$ cat config.mk
export PLATFORM = sky130hd
export DESIGN_NAME = dbg_evt_counter
export DESIGN_NICKNAME = d
export VERILOG_FILES = /design/src/rtl/dbgcnt_pkg.sv /design/src/rtl/evt_count_core.sv /design/src/rtl/evt_trace_seq.sv /design/src/rtl/dbg_evt_counter.sv
export SDC_FILE = /design/constraint.sdc
export NUM_CORES = 1
export LEC_CHECK = 0
export ABC_AREA = 1
export BUFFER_PORTS_ARGS = -buffer_cell sky130_fd_sc_hd__buf_4
export CAP_MARGIN = 10
export CORE_UTILIZATION = 29
export CTS_BUF_LIST = sky130_fd_sc_hd__clkbuf_4
export CTS_CLUSTER_DIAMETER = 40
export CTS_CLUSTER_SIZE = 28
export DETAILED_ROUTE_END_ITERATION = 10
export GPL_TIMING_DRIVEN = 1
export PLACE_DENSITY = 0.5
export SETUP_SLACK_MARGIN = 0.3
export SYNTH_ARGS = -nofsm -noshare
export SYNTH_HDL_FRONTEND = slang
export SYNTH_SLANG_ARGS = --single-unit
export TNS_END_PERCENT = 5
$ cat constraint.sdc
create_clock -name clk -period 1.5 [get_ports clk]
set_input_delay 0.075 -clock clk [delete_from_list [all_inputs] [get_ports clk]]
set_output_delay 0.075 -clock clk [all_outputs]
set_load 0.1 [all_outputs]
$ cat src/rtl/dbgcnt_pkg.sv
`timescale 1ns/1ps
package dbgcnt_pkg;
    // control register bit positions
    localparam int CB_ARM  = 0;
    localparam int CB_RUN  = 1;
    localparam int CB_SRC  = 2;
    localparam int CB_EXC  = 3;
    localparam int CB_TCNT = 4;
    localparam int CB_TEXT = 5;
    localparam int CB_EXT  = 8;
    localparam int CB_TEST = 9;
    localparam logic [15:0] CTRL_WMASK = 16'h033F;

    typedef enum logic [1:0] {
        RA_CTRL = 2'd0,
        RA_VAL  = 2'd1,
        RA_EXT  = 2'd2
    } reg_addr_e;

    typedef enum logic [1:0] {
        TS_IDLE,
        TS_ADDR,
        TS_CNT,
        TS_EXT
    } trc_state_e;
endpackage

$ cat src/rtl/evt_count_core.sv
`timescale 1ns/1ps
module evt_count_core #(
    parameter int CW = 31,
    parameter int XW = 32
) (
    input  logic          clk,
    input  logic          rst_n,
    input  logic          tick,
    input  logic          ext_mode,
    input  logic          ld_cnt,
    input  logic          ld_ext,
    input  logic [CW-1:0] cnt_wdata,
    input  logic [XW-1:0] ext_wdata,
    output logic [CW-1:0] cnt,
    output logic [XW-1:0] ext
);
    localparam logic [CW-1:0] RELOAD = {CW{1'b1}};

    logic at_zero;
    assign at_zero = (cnt == '0);

    always_ff @(posedge clk or negedge rst_n) begin
        if (!rst_n) begin
            cnt <= '0;
        end else if (ld_cnt) begin
            cnt <= cnt_wdata;
        end else if (tick) begin
            if (!at_zero)
                cnt <= cnt - 1'b1;
            else if (ext_mode)
                cnt <= RELOAD;
        end
    end

    always_ff @(posedge clk or negedge rst_n) begin
        if (!rst_n)
            ext <= '0;
        else if (ld_ext)
            ext <= ext_wdata;
        else if (tick && at_zero && ext_mode && !ld_cnt)
            ext <= ext + 1'b1;
    end

    // one step down per counted event
    p_step_r3: assert property (@(posedge clk) disable iff (!rst_n)
        (tick && !at_zero && !ld_cnt) |=> (cnt == $past(cnt) - 1'b1));
    // frozen without events
    p_freeze_r3: assert property (@(posedge clk) disable iff (!rst_n)
        (!tick && !ld_cnt) |=> $stable(cnt));
    // saturation at zero in regular mode
    p_saturate_r6: assert property (@(posedge clk) disable iff (!rst_n)
        (tick && at_zero && !ext_mode && !ld_cnt) |=> (cnt == '0));
    // rollover with extension increment
    p_wrap_r7: assert property (@(posedge clk) disable iff (!rst_n)
        (tick && at_zero && ext_mode && !ld_cnt && !ld_ext)
        |=> (cnt == RELOAD && ext == $past(ext) + 1'b1));
endmodule

$ cat src/rtl/evt_trace_seq.sv
`timescale 1ns/1ps
module evt_trace_seq
    import dbgcnt_pkg::*;
#(
    parameter int DW = 32,
    parameter int CW = 31
) (
    input  logic          clk,
    input  logic          rst_n,
    input  logic          cnt_mode,
    input  logic          ext_opt,
    input  logic          in_valid,
    input  logic [DW-1:0] in_addr,
    output logic          in_ready,
    input  logic [CW-1:0] cnt_i,
    input  logic [DW-1:0] ext_i,
    output logic          out_valid,
    output logic [DW-1:0] out_data,
    input  logic          out_ready,
    output logic          word_taken
);
    localparam int PADW = DW - CW;

    trc_state_e state, nxt;
    logic [DW-1:0] addr_q, ext_q;
    logic [CW-1:0] cnt_q;
    logic          cm_q, xo_q;
    logic          accept;

    assign accept = (state == TS_IDLE) && in_valid;

    always_ff @(posedge clk or negedge rst_n) begin
        if (!rst_n) state <= TS_IDLE;
        else        state <= nxt;
    end

    always_comb begin
        nxt = state;
        unique case (state)
            TS_IDLE: if (in_valid)  nxt = TS_ADDR;
            TS_ADDR: if (out_ready) nxt = cm_q ? TS_CNT : TS_IDLE;
            TS_CNT:  if (out_ready) nxt = xo_q ? TS_EXT : TS_IDLE;
            TS_EXT:  if (out_ready) nxt = TS_IDLE;
        endcase
    end

    always_ff @(posedge clk or negedge rst_n) begin
        if (!rst_n) begin
            addr_q <= '0;
            cnt_q  <= '0;
            ext_q  <= '0;
            cm_q   <= 1'b0;
            xo_q   <= 1'b0;
        end else if (accept) begin
            addr_q <= in_addr;
            cnt_q  <= cnt_i;
            ext_q  <= ext_i;
            cm_q   <= cnt_mode;
            xo_q   <= cnt_mode & ext_opt;
        end
    end

    always_comb begin
        in_ready  = 1'b0;
        out_valid = 1'b0;
        out_data  = '0;
        unique case (state)
            TS_IDLE: in_ready = 1'b1;
            TS_ADDR: begin out_valid = 1'b1; out_data = addr_q; end
            TS_CNT:  begin out_valid = 1'b1; out_data = {{PADW{1'b0}}, cnt_q}; end
            TS_EXT:  begin out_valid = 1'b1; out_data = ext_q; end
        endcase
    end

    assign word_taken = out_valid & out_ready;

    // stalled word held
    p_hold_r11: assert property (@(posedge clk) disable iff (!rst_n)
        (out_valid && !out_ready) |=> (out_valid && $stable(out_data)));
    // never accept and emit together
    p_excl_r8: assert property (@(posedge clk) disable iff (!rst_n)
        !(in_ready && out_valid));
    // an accepted address shows up on the next cycle
    p_addr_next_r8: assert property (@(posedge clk) disable iff (!rst_n)
        (in_ready && in_valid) |=> (out_valid && out_data == $past(in_addr)));
endmodule

$ cat src/rtl/dbg_evt_counter.sv
`timescale 1ns/1ps
module dbg_evt_counter
    import dbgcnt_pkg::*;
#(
    parameter int DW = 32
) (
    input  logic          clk,
    input  logic          rst_n,
    input  logic          reg_wr,
    input  logic [1:0]    reg_addr,
    input  logic [DW-1:0] reg_wdata,
    output logic [DW-1:0] reg_rdata,
    input  logic          start_hit,
    input  logic          end_hit,
    output logic          dbg_exc_req,
    input  logic          tr_in_valid,
    input  logic [DW-1:0] tr_in_addr,
    output logic          tr_in_ready,
    output logic          tr_out_valid,
    output logic [DW-1:0] tr_out_data,
    input  logic          tr_out_ready
);
    localparam int CW = DW - 1;
    localparam int RW = 16;

    logic [RW-1:0] ctrl_q;
    logic [CW-1:0] cnt;
    logic [DW-1:0] ext;
    logic          wr_ctrl, wr_val, wr_ext;
    logic          word_taken, tick;

    assign wr_ctrl = reg_wr && (reg_addr == RA_CTRL);
    assign wr_val  = reg_wr && (reg_addr == RA_VAL);
    assign wr_ext  = reg_wr && (reg_addr == RA_EXT);

    always_ff @(posedge clk or negedge rst_n) begin
        if (!rst_n)
            ctrl_q <= '0;
        else if (wr_ctrl)
            ctrl_q <= reg_wdata[RW-1:0] & CTRL_WMASK;
        else if (start_hit && ctrl_q[CB_ARM])
            ctrl_q[CB_RUN] <= 1'b1;
    end

    always_ff @(posedge clk or negedge rst_n) begin
        if (!rst_n) dbg_exc_req <= 1'b0;
        else        dbg_exc_req <= end_hit & ctrl_q[CB_EXC];
    end

    assign tick = ctrl_q[CB_RUN] & (ctrl_q[CB_SRC] ? word_taken : 1'b1);

    evt_count_core #(.CW(CW), .XW(DW)) u_core (
        .clk       (clk),
        .rst_n     (rst_n),
        .tick      (tick),
        .ext_mode  (ctrl_q[CB_EXT]),
        .ld_cnt    (wr_val),
        .ld_ext    (wr_ext),
        .cnt_wdata (reg_wdata[CW-1:0]),
        .ext_wdata (reg_wdata),
        .cnt       (cnt),
        .ext       (ext)
    );

    evt_trace_seq #(.DW(DW), .CW(CW)) u_seq (
        .clk        (clk),
        .rst_n      (rst_n),
        .cnt_mode   (ctrl_q[CB_TCNT]),
        .ext_opt    (ctrl_q[CB_TEXT]),
        .in_valid   (tr_in_valid),
        .in_addr    (tr_in_addr),
        .in_ready   (tr_in_ready),
        .cnt_i      (cnt),
        .ext_i      (ext),
        .out_valid  (tr_out_valid),
        .out_data   (tr_out_data),
        .out_ready  (tr_out_ready),
        .word_taken (word_taken)
    );

    always_comb begin
        unique case (reg_addr)
            RA_CTRL: reg_rdata = {{(DW-RW){1'b0}}, ctrl_q};
            RA_VAL:  reg_rdata = {1'b0, cnt};
            RA_EXT:  reg_rdata = ext;
            default: reg_rdata = '0;
        endcase
    end

    // reserved control bits stay clear
    p_rsvd_r2: assert property (@(posedge clk) disable iff (!rst_n)
        (ctrl_q & ~CTRL_WMASK) == '0);
    // armed start pulse turns counting on
    p_start_r4: assert property (@(posedge clk) disable iff (!rst_n)
        (start_hit && ctrl_q[CB_ARM] && !wr_ctrl) |=> ctrl_q[CB_RUN]);
    // request follows an enabled end pulse
    p_exc_r5: assert property (@(posedge clk) disable iff (!rst_n)
        (end_hit && ctrl_q[CB_EXC]) |=> dbg_exc_req);
    // no request without an end pulse
    p_exc_src_r5: assert property (@(posedge clk) disable iff (!rst_n)
        !end_hit |=> !dbg_exc_req);
endmodule

---- Yosys cells after proc, flatten, opt, wreduce, memory -nomap -nowiden ----
Index checks and enable logic that the tools add are counted.
operators by class
  add/subtract/negate cells ............... 2
  eq/ne operators ......................... 10
  muxes and demuxes ....................... 20
  bitwise operators ....................... 4
  reductions and logical operators ........ 18
operators by type and width
  cell                                                                    number
  32-bit case mux with 3 select lines                                     2
  31-bit 2-to-1 mux                                                       4
  32-bit 2-to-1 mux                                                       2
  32-bit by 1-bit adder with 32-bit output (second input constant)        1
  31-bit zero test                                                        1
  31-bit by 1-bit subtractor with 31-bit output (second input constant)   1
  2-bit 2-to-1 mux                                                        6
  1-bit logical AND                                                       8
  2-bit != test (second input constant)                                   4
  2-bit case mux with 4 select lines                                      1
  2-bit equality test (second input constant)                             3
  2-bit nonzero test                                                      3
  1-bit 2-to-1 mux                                                        5
  1-bit bitwise AND                                                       4
  2-bit by 1-bit equality test with 1-bit output (second input constant)  2
  2-bit zero test                                                         2
  4-bit AND reduction                                                     1
  3-bit by 2-bit != test with 1-bit output (second input constant)        1
  3-bit OR reduction                                                      1
  2-bit AND reduction                                                     1
  1-bit zero test                                                         1
word-level totals
  register bits after elaboration ......... 171
  input port bits ......................... 73
  word-level logic and storage cells ...... 65

---- Longest topological paths before layout ----
Gate-level depths: netlist (run 1).
  depth in word-level cells ............... 11
  mapped depth ............................ 12

---- Hierarchy ----
From an unflattened synthesis (run 1), not the netlist that was laid out.
second synthesis, totals
  cell total of the unflattened synthesis .. 1518
  area, all modules ....................... 10119.7 um^2
by module, submodules not included
  module           instances  cells each  area an instance (um^2)  sequential area each (um^2)
  evt_count_core   1          789         4911.0                   1576.5
  evt_trace_seq    1          570         4335.4                   2477.4
  dbg_evt_counter  1          159         873.3                    225.2

---- Worst setup path before layout (run 1) ----
Ideal clock, no wire load.
  kind .................................... reg-to-reg
  start ................................... register u_seq.state[0]
  end ..................................... register u_core.cnt[17]
  arrival time ............................ 2.723 ns
  slack ................................... -1.339 ns
  stages on the path, launching flop included .. 13
  cell sequence ........................... dfrtp_1 > buf_2 > nor2_2 > inv_2 > nand2_1 > nand2_1 > nand2_1 > nand2_2 > nand2_8 > inv_4 > buf_6 > nand3_2 > nand2_1
between the ends
  cells in the longest elaborated chain, start to end .. 8
  elaborated cells on any way between the ends .. 10
  those cells by class .................... eq/ne (3); mux (2); bitwise (2); reduce/logical (3)
ends and longest elaborated chain
  element                                                                                       RTL line               text
  start: declaration                                                                            evt_trace_seq.sv:24    trc_state_e state, nxt;
  start signal: assignment                                                                      evt_trace_seq.sv:34    else state <= nxt;
  2-bit by 1-bit equality test with 1-bit output / 2-bit equality test (equally long branches)  evt_trace_seq.sv:67    unique case (state)
  3-bit OR reduction (no line) *                                                                --
  1-bit 2-to-1 mux *                                                                            evt_trace_seq.sv:67
  via tr_out_valid                                                                              dbg_evt_counter.sv:19  output logic tr_out_valid,
  1-bit bitwise AND *                                                                           evt_trace_seq.sv:75    assign word_taken = out_valid & out_ready;
  1-bit 2-to-1 mux *                                                                            dbg_evt_counter.sv:50  assign tick = ctrl_q[CB_RUN] & (ctrl_q[CB_SRC] ? word_taken : 1'b1);
  1-bit bitwise AND *                                                                           dbg_evt_counter.sv:50
  2-bit nonzero test (no line) *                                                                --
  2-bit AND reduction (no line) *                                                               --
  end signal: assignment                                                                        evt_count_core.sv:26   cnt <= cnt_wdata;
  end signal: assignment                                                                        evt_count_core.sv:29   cnt <= cnt - 1'b1;
  end: declaration                                                                              evt_count_core.sv:14   output logic [CW-1:0] cnt,
The timed path passes the listed nets; every way through them passes the cells marked *.
A chain may end at the register's enable or synchronous reset.

---- Final worst setup path (run 1) ----
  start ................................... register u_seq.state[0]
  end ..................................... output port tr_out_data[26]
between the ends
  cells in the longest elaborated chain, start to end .. 2
  elaborated cells on any way between the ends .. 4
  those cells by class .................... eq/ne (3); mux (1)
ends and longest elaborated chain
  element                                                                                       RTL line               text
  2-bit equality test / 2-bit by 1-bit equality test with 1-bit output (equally long branches)  evt_trace_seq.sv:67
  32-bit case mux with 3 select lines *                                                         evt_trace_seq.sv:67
  end: declaration                                                                              dbg_evt_counter.sv:20  output logic [DW-1:0] tr_out_data,
Mark *: on every way between the ends. The rest lies on a longest branch, timed or not.

==> results of run 1 <==
[routing by layer]
layer  wire, µm  vias to the layer above
met2      18200                      327
met3       1850                       43
li1           -                     5451
met5          0                        -
met4        728                        0
met1      19000                     5164
[logic make-up (layout without fill, tap and decap cells)]
kind of cell,Yosys count,in the layout,synth area share (%)
simple gates,957,957,39.5
buf+inv,182,559,7.75
flops,171,171,42.3
compound gates,165,165,8.82
xor+xnor,14,14,1.21
fa+ha+maj,3,3,0.371
other cells,0,1,0
[layout by cell type (no fill, tap or decap), types with 23 or more instances in the layout]
| master | count |
|---|---|
| inv_1 | 89 |
| nor2_1 | 115 |
| nand3_2 | 35 |
| buf_6 | 23 |
| dlygate4sd3_1 | 74 |
| dfrtp_1 | 167 |
| nor2_2 | 24 |
| buf_4 | 227 |
| nand3_1 | 76 |
| nand2_2 | 36 |
| nand2_1 | 610 |
| o21ai_0 | 102 |
| buf_12 | 74 |
[layout make-up]
type                            instances  area [µm²]
Inverter                              120         498
Tap cell                              455         569
Timing Repair Buffer                  407        4360
Clock inverter                         14         183
Sequential cell                       171        4280
Antenna cell                            1        2.50
Clock buffer                           18         135
Multi-Input combinational cell       1139        5910
Fill cell                            3417       18500
[final timing paths]
check,startpoint,to,cells after the start
max,u_seq.state[0],tr_out_data[26],6
min,reg_addr[0],u_core.ext[0],8
max reg2reg,u_core.cnt[26],u_core.ext[14],10
min reg2reg,u_seq.ext_q[19],u_seq.ext_q[19],2
max in group asynchronous,rst_n,u_core.cnt[23],4
min in group asynchronous,rst_n,u_seq.state[1],3
[power breakdown]
group          switching (W)  internal [W]  leakage, nW
Sequential           0.00136       0.00636         2.17
Combinational         0.0129       0.00777         5.48
Clock                0.00214      0.000808        0.164
[sequential cells by signal, indices dropped and copies added (netlist names)]
register and cells:
u_seq.cm_q 1, u_seq.state 2, u_core.cnt 31, dbg_exc_req 1, u_seq.addr_q 32, ctrl_q 8
u_core.ext 32, u_seq.ext_q 32, u_seq.xo_q 1, u_seq.cnt_q 31
[metrics by stage]
step                      std cells  hold slack [ns]  instance area, µm²  worst slack, ns  util, %
final                          2325           0.0775               15900           -0.620     46.3
after global routing           2325            0.125               15900           -0.689     46.3
after CTS                      2317           0.0312               15600           -0.645     45.2
after detailed placement       2204          -0.0542               13200           -0.269     38.2
after global placement         2204          -0.0542               13200           -0.262     38.2
after floorplan                1492           -0.221               10300           -0.616        -
[worst max-delay path, cell delays in order (launching register included)]
cell      delay (ns)
dfrtp_1         0.45
buf_6           0.14
nor2_4          0.18
buf_12          0.16
nand2_2         0.05
o211ai_1        0.16
buf_6           0.28
[what timing repair did]
action,4_1_cts,5_1_grt
endpoints found under the hold margin,303,0
hold buffers,75,0
cloned,2,2
resized for setup,308,80
buffers inserted,4,5
endpoints found under the setup margin,229,248
pin swaps,27,9
==> results_dict.tcl, run 1 <==
set metrics [dict create \
    status "finished with violations" \
    violations "setup timing" \
    netlist_top_cells_count "652 x nand2_1, 171 x dfrtp_1, 133 x nor2_1" \
    grt_pass1_wl_um 60100 \
    numCtsBuffers 17 \
    timing.max_cap.violations 0 \
    setup-violations-final 186 \
    synth_nets 1568 \
    ctsRootBufferMaster "clkbuf_4" \
    maxSlewHeadroom_pct 40.6 \
    ios 140 \
    skew_ns 0.0461 \
    cp-end-kind "output pin" \
    grt_setup_unrepaired "yes" \
    clk_path_buf_depth 2 \
    seq_area_frac_synth_pct 42.3 \
    drtIter0Drc 913 \
    powerDensity_mw_per_mm2 1970 \
    use_met2_pct 35.5 \
    layout_setup_ws_ns -0.620 \
    tns_ns -41.93 \
    post_drt_via_cell_ratio 4.72 \
    start_kind "flop" \
    synth_area_mm2 0.0101 \
    reg2reg_slack_ns -0.25 \
    async_reset_ff_share_pct 100 \
    cts_num_sinks 171 \
    synth_warnings 0 \
    synth-edff-count 0 \
    leakage_nw 7.80 \
    routabilityCongestion 0.897 \
    synthTopCellsByArea "dfrtp_1 42%, nand2_1 24%, nand3_1 5.4%" \
    htreeDepth 4 \
    fmax_ghz 0.472 \
    ys_ff_latch 171 \
    initial_core_util_pct 29.4 \
    path_clk_slew_ns 0.20 \
    min_period_ns 2.12 \
    overflow 0 \
    numPortBuffers 139 \
    syn_area_per_cell_um2 6.78 \
    grt_pass1_vias 10500 \
    die_area_mm2 0.0356 \
    drv_slew 0 \
    synth_top_area_share_pct 42.3 \
    worst_pin_slew_ns 0.891 \
    first_pass_iters 6 \
    worstSetupPathType "flop to output pin" \
    cts_tree "built" \
    antenna_found_initial 1 \
    nets 1932 \
    areaGrowthSynthToFinish_pct 57.6 \
    rows 68 \
    drive_above_1_share_pct 30.7 \
    cp.required_ns 1.42 \
    drtAntennaViolNets 0 \
    vias 11000 \
    die_h_um 189 \
    netlist.top_cell.by_area "dfrtp_1" \
    grt_use_total_pct 22.2 \
    use_met1_pct 31.3 \
    min_period_over_period_pct 141 \
    yosys.cell_count.top_type "nand2_1" \
    top_usage_layer "met2" \
    detailedPlacementHpwl_um 29200 \
    drc_errors 0 \
    path_max_fanout 8 \
    clock_latency_ns 0.63 \
    wl_per_cell_um 17.1 \
    yosysUniqueCellTypes 35 \
    critPathArrivalTime_ns 2.05 \
    hold_class "primary input to flop" \
    total_power_w 0.0314 \
    synthCells 1492 \
    grt_max_degree 99 \
    gr-usage-met3_pct 3.54 \
    hold_viol_final 0 \
    wl_um 39800 \
    core_area_mm2 0.0345 \
    ys.flop_type "dfrtp_1" \
    vdd_ir_drop_max_v 0.00191 \
    dieWidth_um 189 \
]
Power figures use the tool's default switching activity.
==> run 2, diff against run 1 <==
--- a/config.mk
+++ b/config.mk
@@ -14,7 +14,7 @@
 export CTS_CLUSTER_SIZE = 28
 export DETAILED_ROUTE_END_ITERATION = 10
 export GPL_TIMING_DRIVEN = 1
-export PLACE_DENSITY = 0.5
+export PLACE_DENSITY = 0.48
 export SETUP_SLACK_MARGIN = 0.3
 export SYNTH_ARGS = -nofsm -noshare
 export SYNTH_HDL_FRONTEND = slang
==> constraint.sdc (replaced) <==
create_clock -name clk -period 2.6 [get_ports clk]
set_input_delay 0.13 -clock clk [delete_from_list [all_inputs] [get_ports clk]]
set_output_delay 0.13 -clock clk [all_outputs]
set_load 0.1 [all_outputs]
==> results_dict.tcl, run 2 (synthesis gave the netlist of run 1 again) <==
set metrics [dict create \
    wl_per_cell_um 17.4 \
    initial_core_util_pct 29.4 \
    dieWidth_um 189 \
    numPortBuffers 139 \
    utilization_pct 36.9 \
    fin_cells 2152 \
    vias 10200 \
    reg2reg_slack_ns 0.46 \
    largestRegisters "u_core.ext: 32 flops, u_seq.addr_q: 32 flops, u_seq.ext_q: 32 flops" \
    clk_path_buf_depth 2 \
    worstSetupPathType "flop to output pin" \
    final_cell_mix "651 x nand2_1, 170 x dfrtp_1, 136 x buf_4" \
    grt_max_degree 158 \
    grt_pass1_wl_um 57400 \
    cp.required_ns 2.47 \
    areaGrowthSynthToFinish_pct 25.8 \
    path_buf_inv 4 \
    hold_class "primary input to asynchronous set/reset pin" \
    path_max_fanout 36 \
    overflow 0 \
    min_period_ns 2.23 \
    post_drt_via_cell_ratio 4.75 \
    grt_use_total_pct 21.1 \
    grt_pass1_vias 9808 \
    dp.cells 2043 \
    min_period_over_period_pct 85.7 \
    start_kind "flop" \
    worst_pin_slew_ns 1.06 \
    wl_um 37400 \
    clock_latency_ns 0.64 \
    hold_viol_final 0 \
    fmax_ghz 0.449 \
    fin_area_mm2 0.0127 \
    drv_slew 0 \
    drive_above_1_share_pct 15.0 \
    path_cells "buf_12 -> nand2_1 -> inv_1 -> buf_12 -> nand2_1 -> nand3_1 -> buf_4" \
    die_h_um 189 \
    ctsRootBufferMaster "clkbuf_4" \
    tns_ns 0 \
    placed_cell_area_mm2 0.0116 \
    numCtsBuffers 17 \
    cts_tree "built" \
    final_common_cell "nand2_1" \
    core_area_mm2 0.0345 \
    nets 1759 \
    vdd_ir_drop_max_v 0.00142 \
    skew_ns 0.0295 \
    critPathMaxStageDelay_ns 0.42 \
    die_area_mm2 0.0356 \
    cts_num_sinks 171 \
    antenna_found_initial 2 \
    timing.max_cap.violations 0 \
    rows 68 \
    drc_errors 0 \
    maxSlewHeadroom_pct 29.1 \
    path_delay_family "buffers and inverters" \
    path_clk_slew_ns 0.16 \
    grt_setup_unrepaired "yes" \
    ios 140 \
    status "finished, final reports clean" \
    drtIter0Drc 953 \
    drtAntennaViolNets 0 \
    first_pass_iters 5 \
    htreeDepth 4 \
    setup-violations-final 0 \
    routabilityCongestion 0.917 \
    critPathArrivalTime_ns 2.10 \
    cp-end-kind "output pin" \
    powerDensity_mw_per_mm2 1150 \
    leakage_nw 6.32 \
    detailedPlacementHpwl_um 27800 \
    slowest_stage "dfrtp_1" \
    fillCellCount 3749 \
]
==> run 2: cell count changes in the layout (fill, tap and decap cells not counted), sizes merged, moves of 2 or more <==
cell,previous run,this run
inv,121,129
buf,330,159
clkinv,12,5
clkbuf,20,18
==> run 2: what timing repair did <==
item,in CTS,in global routing
pin swaps,0,1
setup endpoints to repair,32,59
resized for setup,21,7
hold buffers,74,0
endpoints found under the hold margin,277,0
buffers inserted,1,0
gates cloned,0,1
==> run 2: final cells by class <==
type	count	area, µm²	share of cell area, %
multi-input cells	1140	5080	39.9
well taps	455	569	4.47
clock buffers	18	135	1.06
repair buffers	233	2070	16.3
inverters	120	459	3.61
clock inverters	14	125	0.983
flip-flops and latches	171	4280	33.6
diodes	1	2.50	0.0197
==> run 2: path summary, 6_finish.rpt <==
check                           startpoint  cells past startpoint                to
min                                  rst_n                      2   u_seq.addr_q[1]
max reg2reg                  u_core.ext[0]                     10    u_core.ext[12]
max                         u_seq.state[0]                      7   tr_out_data[23]
min reg2reg                u_seq.addr_q[5]                      2   u_seq.addr_q[5]
max in group asynchronous            rst_n                      3  u_seq.addr_q[30]
min in group clk                    reg_wr                      5         ctrl_q[4]
==> run 2: metal layers <==
metal  share of wire, %  global-route usage, %  vias to the layer above
met5              0.024                      0                        -
met4                2.8                   7.63                        2
met3                4.9                   3.09                       52
met2                 43                   31.8                      309
met1                 49                   30.4                     4764
li1                   -                      -                     5091
==> run 2: report_power, final <==
group / switching, W / total (W) / internal [W]
clock: 0.00115 / 0.00158 / 0.000436
combinational: 0.00635 / 0.00850 / 0.00215
sequential: 0.000894 / 0.00456 / 0.00366
total: 0.00839 / 0.0146 / 0.00625
==> run 2: through the flow <==
step                setup WS (ns)  total power (W)  hold WS [ns]
finish                      0.372           0.0146        0.0143
global route                0.233           0.0156        0.0344
CTS                         0.307           0.0147       0.00945
detailed placement          0.401           0.0128         0.148
global placement            0.417           0.0128         0.151
floorplan                   0.220           0.0106        -0.166
==> run 3, diff against run 2 <==
--- a/config.mk
+++ b/config.mk
@@ -9,7 +9,6 @@
 export BUFFER_PORTS_ARGS = -buffer_cell sky130_fd_sc_hd__buf_4
 export CAP_MARGIN = 10
 export CORE_UTILIZATION = 29
-export CTS_BUF_LIST = sky130_fd_sc_hd__clkbuf_4
 export CTS_CLUSTER_DIAMETER = 40
 export CTS_CLUSTER_SIZE = 28
 export DETAILED_ROUTE_END_ITERATION = 10
@@ -18,5 +17,6 @@
 export SETUP_SLACK_MARGIN = 0.3
 export SYNTH_ARGS = -nofsm -noshare
 export SYNTH_HDL_FRONTEND = slang
+export SYNTH_HIERARCHICAL = 1
 export SYNTH_SLANG_ARGS = --single-unit
 export TNS_END_PERCENT = 5
==> results_dict.tcl, run 3 <==
set metrics [dict create \
    fillCellCount 3760 \
    numPortBuffers 139 \
    status "finished, final reports clean" \
    maxSlewHeadroom_pct 56.0 \
    first_pass_iters 5 \
    ys_ff_latch 171 \
    die_area_mm2 0.0356 \
    cp-end-kind "output pin" \
    placed_cell_area_mm2 0.0117 \
    fin_area_mm2 0.0130 \
    synth_area_mm2 0.0101 \
    hold_class "primary input to flop" \
    core_area_mm2 0.0345 \
    nets 1790 \
    synth_warnings 6 \
    final_cell_mix "770 x nand2_1, 171 x dfrtp_1, 165 x buf_4" \
    utilization_pct 37.7 \
    synth_top_area_share_pct 42.3 \
    worst_pin_slew_ns 0.659 \
    timing.max_cap.violations 0 \
    start_kind "flop" \
    ios 140 \
    numCtsBuffers 17 \
    ctsRootBufferMaster "clkbuf_16" \
    powerDensity_mw_per_mm2 1170 \
    fmax_ghz 0.448 \
    seq_area_frac_synth_pct 42.3 \
    clk_path_buf_depth 2 \
    grt_use_total_pct 21.8 \
    detailedPlacementHpwl_um 27700 \
    multi_input_area_mm2 0.00521 \
    min_period_ns 2.23 \
    synthCells 1518 \
    initial_core_util_pct 29.4 \
    grt_max_degree 100 \
    critPathArrivalTime_ns 2.10 \
    regArea_mm2 0.00428 \
    areaGrowthSynthToFinish_pct 28.5 \
    dieWidth_um 189 \
    grt_pass1_wl_um 59400 \
    drtIter0Drc 943 \
    wl_um 38300 \
    die_h_um 189 \
    hold_viol_final 0 \
    leakage_nw 6.58 \
    cts_num_sinks 171 \
    vdd_ir_drop_max_v 0.000718 \
    drive_above_1_share_pct 14.1 \
    synthTopCellsByArea "dfrtp_1 42%, nand2_1 29%, nand3_1 7.6%" \
    antenna_found_initial 0 \
    drc_errors 0 \
    grt_pass1_vias 9971 \
    post_cts_buffers 0 \
    largestRegisters "u_core/ext: 32 flops, u_seq/addr_q: 32 flops, u_seq/ext_q: 32 flops" \
    grt_setup_unrepaired "yes" \
    path_clk_slew_ns 0.07 \
    drv_slew 0 \
    yosys.cell_count.top_type "nand2_1" \
    overflow 0 \
    min_period_over_period_pct 85.8 \
    ys.flop_type "dfrtp_1" \
    drtAntennaViolNets 0 \
    routabilityCongestion 0.963 \
    htreeDepth 4 \
    diodes 0 \
    wl_per_cell_um 17.5 \
    post_drt_via_cell_ratio 4.77 \
    vias 10400 \
    syn_area_per_cell_um2 6.67 \
    netlist.top_cell.by_area "dfrtp_1" \
    synth-edff-count 0 \
    cp.required_ns 2.47 \
    final_common_cell "nand2_1" \
    path_max_fanout 24 \
    yosysUniqueCellTypes 34 \
    netlist_top_cells_count "770 x nand2_1, 171 x dfrtp_1, 153 x nand3_1" \
    synth_nets 1594 \
    clock_latency_ns 0.44 \
    async_reset_ff_share_pct 100 \
    rows 68 \
    cts_tree "built" \
    tns_ns 0 \
    worstSetupPathType "flop to output pin" \
    skew_ns 0.0116 \
    layout_setup_ws_ns 0.369 \
    dp_slack_ns 0.453 \
    setup-violations-final 0 \
]
run 3: what timing repair did:
action | 4_1_cts | 5_1_grt
hold endpoints to repair | 127 | 0
endpoints found under the setup margin | 0 | 34
hold buffers | 68 | 0
gates resized for setup | 0 | 3
run 3: layer usage:
metal / global-route usage [%] / vias up / wire length [µm]
li1: - / 5146 / -
met1: 32.6 / 4907 / 19100
met2: 32.7 / 301 / 16800
met3: 2.27 / 44 / 1670
met4: 6.30 / 0 / 782
met5: 0 / - / 0
run 3: through the flow:
stage | instances | hold slack [ns] | total power, W
2_1_floorplan | 1518 | -0.166 | 0.0103
3_3_place_gp | 2082 | 0.179 | 0.0125
3_5_place_dp | 2082 | 0.176 | 0.0125
4_1_cts | 2181 | 0.00339 | 0.0153
5_1_grt | 2181 | 0.00853 | 0.0162
6_report | 2181 | 0.0288 | 0.0152
run 3: logic make-up after synthesis:
logic type                 synth area share [%]
AOI/OAI and AO/OA                          3.89
xor gates and xnor gates                   1.99
adders and majority gates                 0.371
buffers and inverters                      6.38
DFF                                        42.3
and+or+nand+nor                            45.1
run 3: area by class of cell:
class                      instances  area share, %
clock buffer                      21           3.46
clock inverter                    10           1.11
inverter                          72           2.10
multi-input combinational       1210           40.0
sequential                       171           32.9
tap                              455           4.38
timing repair buffer             242           16.0
run 3: power by group:
| part | switching (W) | internal, W |
|---|---|---|
| Combinational | 0.00580 | 0.00203 |
| Clock | 0.00113 | 0.00154 |
| Sequential | 0.00104 | 0.00370 |
| Total | 0.00798 | 0.00726 |
run 3: path summary, 6_finish.rpt:
check / from / to / slack, ns / cells past startpoint
max: u_seq/state[1] / tr_out_data[8] / 0.37 / 6
min: reg_wdata[6] / u_core/cnt[6] / 0.03 / 3
max reg2reg: u_core/cnt[7] / u_core/cnt[20] / 0.43 / 10
min reg2reg: u_seq/addr_q[31] / u_seq/addr_q[31] / 0.48 / 2
max in group asynchronous: rst_n / u_seq/ext_q[17] / 1.58 / 3
min in group asynchronous: rst_n / ctrl_q[3] / 0.25 / 2
run 3: worst max-delay path: stages, from the launching register on:
cell,delay [ns]
dfrtp_1,0.46
inv_1,0.11
nor2_2,0.33
buf_12,0.22
nand2_1,0.07
nand3_1,0.14
buf_4,0.31
